[config.mk]
export PLATFORM = sky130hd
export DESIGN_NAME = svc_watchdog
export DESIGN_NICKNAME = d
export VERILOG_FILES = /design/src/rtl/wdt_pkg.sv /design/src/rtl/wdt_bus_decode.sv /design/src/rtl/wdt_counter.sv /design/src/rtl/wdt_stop_guard.sv /design/src/rtl/svc_watchdog.sv
export SDC_FILE = /design/constraint.sdc
export NUM_CORES = 1
export LEC_CHECK = 0
export BUFFER_PORTS_ARGS = -buffer_cell sky130_fd_sc_hd__buf_2
export CORE_ASPECT_RATIO = 1.4
export CORE_MARGIN = 2
export CORE_UTILIZATION = 46
export CTS_CLUSTER_DIAMETER = 30
export DETAILED_ROUTE_END_ITERATION = 10
export PLACE_DENSITY = 0.74
export SYNTH_ARGS = -nofsm -noshare
export SYNTH_HDL_FRONTEND = slang
export SYNTH_SLANG_ARGS = --single-unit
[constraint.sdc]
create_clock -name clk -period 2.4 [get_ports clk]
set_input_delay 0 -clock clk [delete_from_list [all_inputs] [get_ports clk]]
set_output_delay 0 -clock clk [all_outputs]
set_load 0.1 [all_outputs]
[src/rtl/wdt_pkg.sv]
package wdt_pkg;

    typedef enum logic [1:0] {
        CNT_HOLD  = 2'd0,
        CNT_CLEAR = 2'd1,
        CNT_STOP  = 2'd2,
        CNT_RUN   = 2'd3
    } cnt_op_e;

    typedef struct packed {
        logic hit_wr;
        logic hit_rd;
    } bus_dec_t;

    function automatic int unsigned span(input int unsigned e, input int unsigned s);
        return (32'd1 << e) - (32'd1 << s);
    endfunction

endpackage

[src/rtl/wdt_bus_decode.sv]
module wdt_bus_decode import wdt_pkg::*; #(
    parameter int unsigned ADDR_W = 16,
    parameter int unsigned DATA_W = 8,
    parameter logic [ADDR_W-1:0] SVC_ADDR = '1
) (
    input  logic              bus_valid,
    input  logic              bus_wr,
    input  logic [ADDR_W-1:0] bus_addr,
    input  logic [DATA_W-1:0] vec_lo,
    output bus_dec_t          dec,
    output logic [DATA_W-1:0] rd_data
);
    logic match;

    always_comb begin
        match      = bus_valid && (bus_addr == SVC_ADDR);
        dec.hit_wr = match && bus_wr;
        dec.hit_rd = match && !bus_wr;
        rd_data    = dec.hit_rd ? vec_lo : '0;
    end
endmodule

[src/rtl/wdt_counter.sv]
module wdt_counter import wdt_pkg::*; #(
    parameter int unsigned CNT_W     = 18,
    parameter int unsigned PRE_BITS  = 4,
    parameter int unsigned LIM_LONG  = 262128,
    parameter int unsigned LIM_SHORT = 8176
) (
    input  logic    clk,
    input  logic    rst,
    input  cnt_op_e op,
    input  logic    rate_short,
    output logic    fire
);
    localparam logic [CNT_W-1:0] LAST_LONG  = CNT_W'(LIM_LONG - 1);
    localparam logic [CNT_W-1:0] LAST_SHORT = CNT_W'(LIM_SHORT - 1);

    logic [CNT_W-1:0] cnt;
    logic [CNT_W-1:0] last;

    always_comb last = rate_short ? LAST_SHORT : LAST_LONG;

    always_ff @(posedge clk) begin
        if (rst) begin
            cnt  <= '0;
            fire <= 1'b0;
        end else begin
            fire <= 1'b0;
            case (op)
                CNT_CLEAR: cnt <= '0;
                CNT_STOP:  cnt[PRE_BITS-1:0] <= '0;
                CNT_RUN: begin
                    if (cnt >= last) begin
                        cnt  <= '0;
                        fire <= 1'b1;
                    end else begin
                        cnt <= cnt + 1'b1;
                    end
                end
                default: cnt <= cnt;
            endcase
        end
    end
endmodule

[src/rtl/wdt_stop_guard.sv]
module wdt_stop_guard (
    input  logic clk,
    input  logic rst,
    input  logic stop_exec,
    input  logic stop_illegal,
    output logic illop
);
    always_ff @(posedge clk) begin
        if (rst) illop <= 1'b0;
        else     illop <= stop_exec && stop_illegal;
    end
endmodule

[src/rtl/svc_watchdog.sv]
module svc_watchdog import wdt_pkg::*; #(
    parameter int unsigned ADDR_W    = 16,
    parameter int unsigned DATA_W    = 8,
    parameter logic [ADDR_W-1:0] SVC_ADDR = '1,
    parameter int unsigned LONG_EXP  = 18,
    parameter int unsigned SHORT_EXP = 13,
    parameter int unsigned PRE_BITS  = 4
) (
    input  logic              clk,
    input  logic              rst,
    input  logic              tick4x,
    input  logic              bus_valid,
    input  logic              bus_wr,
    input  logic [ADDR_W-1:0] bus_addr,
    input  logic [DATA_W-1:0] vec_lo,
    input  logic              cfg_dis,
    input  logic              cfg_rate,
    input  logic              cfg_stop_dis,
    input  logic              mon_mode,
    input  logic              stop_mode,
    input  logic              stop_exec,
    output logic [DATA_W-1:0] rd_data,
    output logic              wd_rst,
    output logic              illop_rst
);
    localparam int unsigned CNT_W     = LONG_EXP;
    localparam int unsigned LIM_LONG  = span(LONG_EXP, PRE_BITS);
    localparam int unsigned LIM_SHORT = span(SHORT_EXP, PRE_BITS);

    bus_dec_t dec;
    cnt_op_e  op;

    wdt_bus_decode #(
        .ADDR_W(ADDR_W), .DATA_W(DATA_W), .SVC_ADDR(SVC_ADDR)
    ) u_dec (
        .bus_valid(bus_valid), .bus_wr(bus_wr), .bus_addr(bus_addr),
        .vec_lo(vec_lo), .dec(dec), .rd_data(rd_data)
    );

    always_comb begin
        if (cfg_dis || mon_mode) op = CNT_CLEAR;
        else if (dec.hit_wr)     op = CNT_CLEAR;
        else if (stop_mode)      op = CNT_STOP;
        else if (tick4x)         op = CNT_RUN;
        else                     op = CNT_HOLD;
    end

    wdt_counter #(
        .CNT_W(CNT_W), .PRE_BITS(PRE_BITS),
        .LIM_LONG(LIM_LONG), .LIM_SHORT(LIM_SHORT)
    ) u_cnt (
        .clk(clk), .rst(rst), .op(op), .rate_short(cfg_rate), .fire(wd_rst)
    );

    wdt_stop_guard u_stop (
        .clk(clk), .rst(rst), .stop_exec(stop_exec),
        .stop_illegal(cfg_stop_dis), .illop(illop_rst)
    );
endmodule

* Word level (Yosys, flattened, before mapping) *
Cells that the tools add are included.

storage, ports and cells
  register bits = 20
  output and inout port bits = 10
  input bits = 35
  word-level logic and storage cells = 31

cells by class
  add/sub/neg operators = 1
  multiplexer cells = 10
  equal/unequal tests = 4
  bitwise gates (word level) = 1
  reductions and logical operators = 10
  order comparisons = 1

operators by type and width
  kind                                           number
  2-to-1 mux 18 bit                              2
  case mux 14 bit (2 select lines)               1
  adder 18 x 1 -> 18 bit, second input constant  1
  greater-or-equal comparator 18 bit             1
  == test 16 bit, second input constant          1
  2-to-1 mux 2 bit                               4
  2-to-1 mux 8 bit                               1
  case mux 4 bit (2 select lines)                1
  == test 2 bit, second input constant           2
  logical AND 1 bit                              4
  nonzero test 2 bit                             2
  OR reduction 2 bit                             2
  == test 2 x 1 -> 1 bit, second input constant  1
  logical NOT 1 bit                              1
  logical OR 1 bit                               1
  2-to-1 mux 1 bit                               1
  inverter 1 bit                                 1

* Depth between registers and ports, before layout *
  depth after elaboration = 8
  mapped depth = 7
  mapped depth without buffers = 6

* By module *
From an unflattened synthesis, not the netlist that was laid out.

unflattened totals
  cell total of the unflattened synthesis = 160
  area total of the unflattened synthesis = 1408.9 um^2

modules (own cells, without submodules)
  module          seq. area each (um^2)  times used  cells each  area an instance (um^2)
  wdt_counter     380.4                  1           137         1202.4
  wdt_bus_decode  0.0                    1           17          151.4
  wdt_stop_guard  20.0                   1           2           28.8
  svc_watchdog    0.0                    1           4           26.3

* Worst setup path before layout *
OpenSTA, ideal clock, no wires.

  path kind = reg-to-reg
  start point = reg u_cnt.cnt[14]
  end point = reg u_cnt.cnt[5]
  data required time = 2.326 ns
  path slack = 0.345 ns
  stages on the path, launching flop included = 7
  period minus slack after synthesis = 2.055 ns
  library setup time = 0.074 ns
  buffers on the path = 0
  arrival time = 1.981 ns
  path through = dfxtp_1 -> ha_1 -> a21o_1 -> a221oi_2 -> o21ai_0 -> or4_2 -> a31oi_1

between the ends
  cells in the longest elaborated chain, start to end = 3

RTL lines
  what                                line               RTL
  start, declared                     wdt_counter.sv:16  logic [CNT_W-1:0] cnt;
  start signal, assigned              wdt_counter.sv:35  cnt <= cnt + 1'b1;
  start signal, assigned              wdt_counter.sv:38  default: cnt <= cnt;
  greater-or-equal comparator 18 bit  wdt_counter.sv:31  if (cnt >= last) begin
  2-to-1 mux 18 bit                   wdt_counter.sv:31
  case mux 14 bit (2 select lines)    wdt_counter.sv:27  case (op)

Every way passes these cells.
A chain may end at the register's enable or synchronous reset.

* Worst setup path after layout *
Same ends and word-level chain as after synthesis.

==> impl_metrics.toml <==
[drt]
antenna_left = 0
drt_pass1_iterations = 4
num_vias = 1518
wl_mm = 3.74
drt-initial-drc-count = 71
vias_per_cell = 6.02
wl_per_cell_um = 14.9
drc = 0

[sta]
drv_slew = 0
hold_viol = 0
period_minus_slack_ps = 2210
finalSetupViolations = 0
timing.setup.tns_ps = 0
fmaxAchievable_ghz = 0.453
finalCritPeriodShare_pct = 91.9
whs_ps = 21.7
slew_headroom_pct = 61.4
worst_pin_slew_ps = 576
rsz0062_at_grt = "false"
skew_ps = 9.32

[power_and_ir_drop]
pwr_density_cell_mw_per_mm2 = 442
leakage_nw = 0.675
vdd_drop_max_mv = 0.296

[worst_setup_path]
cp-end-kind = "flip-flop"
path_delay_family = "compound AO/OA/AOI/OAI gates"
arrival_ps = 2390
path_class = "reg -> reg"
worst_path_largest_cell_delay_ps = 620
cp-start-kind = "flip-flop"
slowest_stage = "or4_2"
worstPathRequired_ps = 2580
cp_max_fo = 6
crit_buf_inv = 0
worstPathCellList = "ha_1 > a21o_1 > a221oi_2 > o21ai_1 > or4_2 > a31oi_1"

[die]
die_area_mm2 = 0.00337
row_count = 23
die_x_um = 49.7
start_util_pct = 47.6
die_h_um = 67.9
top_level_ports = 45
core_area_mm2 = 0.00282

[placement]
io_buffers = 44
dp_hpwl_mm = 2.77
place_congestion = 0.829

[clock_network]
cts_tree = "yes"
clk_pin_slew_ps = 90
h-tree-depth = 1
clkLatencyLatePin_ps = 260
clockBufferDepth = 2
cts.sinks = 20
cts_setup_buffers = 0
clock-root-buffer = "clkbuf_8"
cts_buffers = 3

[synth]
synth_top_family_by_area = "simple AND/OR/NAND/NOR gates"
syn-cell-area_mm2 = 0.00134
synth_cells = 170
syn_avg_cell_area_um2 = 7.90
synthMuxAreaShare_pct = 0
synth_nets = 211
synthArstFlopShare_pct = 0
synthAdderAreaFrac_pct = 5.59
synth-compound-area-share_pct = 20.1
yosys_warnings = 0
ys_seq_area_share_pct = 29.8
ys_ff_latch = 20
synth-edff-count = 0
ys_types = 42
synthSimpleGateAreaFrac_pct = 39.6
synth_ff_type = "dfxtp_1"
synth-xor-area-share_pct = 0.652

[global_routing]
antenna_found_initial = 0
grt.total_usage_pct = 23.2
grt_pass1_vias = 1454
gr-total-overflow = 0
grt_max_degree = 27
grt_pass1_wl_mm = 6.18

[layout]
syn2layout_area_growth_pct = 26.3
layout.nets = 257
layout_common_cells = "buf_2, dfxtp_1, nand2_1"
diodes = 0
fill_cells = 274
layout-drive-gt1-share_pct = 27.9
final_common_cell = "buf_2"

[run_status]
status = "complete, no violations"

[hold_path]
hp-class = "in -> reg"

[job]
maxCapViolations = 0
## cell type report
class                      count  area (µm²)  share of cell area, %
clock buffer                   3        41.3                   2.44
clock inverter                 1        30.0                   1.77
inverter                       3        11.3                  0.664
multi-input combinational    137         886                   52.3
sequential                    20         400                   23.6
tap                           37        46.3                   2.73
timing repair buffer          51         280                   16.5
## worst register-to-register path: stages, from the launching register on
cell	delay, ps
dfxtp_1	420
ha_1	280
a21o_1	200
a221oi_2	300
o21ai_1	150
or4_2	620
a31oi_1	170
## power breakdown
part / total [mW] / leakage, nW / internal [mW] / switching [mW]
clock: 0.343 / 0.0357 / 0.223 / 0.121
sequential: 0.333 / 0.161 / 0.332 / 0.000692
combinational: 0.0722 / 0.478 / 0.0336 / 0.0386
total: 0.749 / 0.675 / 0.589 / 0.160
## synthesized netlist by cell type (all sizes together) (2+ instances only)
library cell	n	share of area (%)
nand3	15	5.6
and3	6	2.8
a31oi	9	4.2
or3	3	1.9
o211ai	2	1.1
nand2b	3	1.4
or2	2	0.93
nor4	4	1.9
buf	2	1.1
o2111ai	3	2.0
clkbuf	8	2.2
o21ai	4	1.5
nor2	4	1.1
and4	3	2.0
nor2b	4	1.9
and2	9	4.2
or4	5	3.0
a21oi	3	1.1
dfxtp	20	30
ha	6	5.6
nor3	4	1.5
a21o	2	1.1
nand4b	2	1.3
nand2	19	5.5
nand4	9	4.2
a41oi	4	2.6
a211oi	4	2.2
inv	3	0.84
## timing repair
action                     in CTS  in global routing
hold endpoints to repair        5                  0
setup endpoints to repair       0                  1
hold buffers                    3                  0
resized for setup               0                  1
## kinds of logic (layout without fill, tap and decap cells)
| kind of cell | Yosys count | in the layout |
|---|---|---|
| AND/OR/NAND/NOR | 93 | 93 |
| AO/OA/AOI/OAI | 37 | 37 |
| flip-flops | 20 | 20 |
| buffers and inverters | 13 | 58 |
| adder cells (fa/ha/maj) | 6 | 6 |
| XOR/XNOR | 1 | 1 |
## sequential cells by signal (all words and copies together), names as in the netlist
signal / flops
u_stop.illop: 1
u_cnt.cnt: 18
u_cnt.fire: 1
## per-layer routing
metal	routed length, µm	GRT usage, %	up-vias
li1	-	-	750
met1	1460	22.8	699
met2	1930	46.3	59
met3	250	4.15	10
met4	99	11.1	0
met5	0	0	-
## final timing paths
kind                         startpoint                          to  slack, ps  cells after the start
max reg2reg  u_cnt.cnt[14]$_SDFFE_PP0P_   u_cnt.cnt[5]$_SDFFE_PP0P_        190                      6
max          u_cnt.cnt[14]$_SDFFE_PP0P_   u_cnt.cnt[5]$_SDFFE_PP0P_        190                      6
min                              tick4x   u_cnt.cnt[3]$_SDFFE_PP0P_         20                      2
min reg2reg  u_cnt.cnt[11]$_SDFFE_PP0P_  u_cnt.cnt[11]$_SDFFE_PP0P_        500                      2
## stage by stage
stage / util [%] / area, µm² / setup slack [ps] / total power [mW] / cells
after floorplan: - / 1340 / 345 / 0.370 / 170
after global placement: 56.5 / 1590 / 257 / 0.407 / 245
after detailed placement: 56.5 / 1590 / 170 / 0.409 / 245
after CTS: 60.1 / 1700 / 159 / 0.751 / 252
after global routing: 60.1 / 1700 / 32.0 / 0.772 / 252
final: 60.1 / 1700 / 193 / 0.749 / 252
No activity file was read; power rests on OpenSTA's default activity.
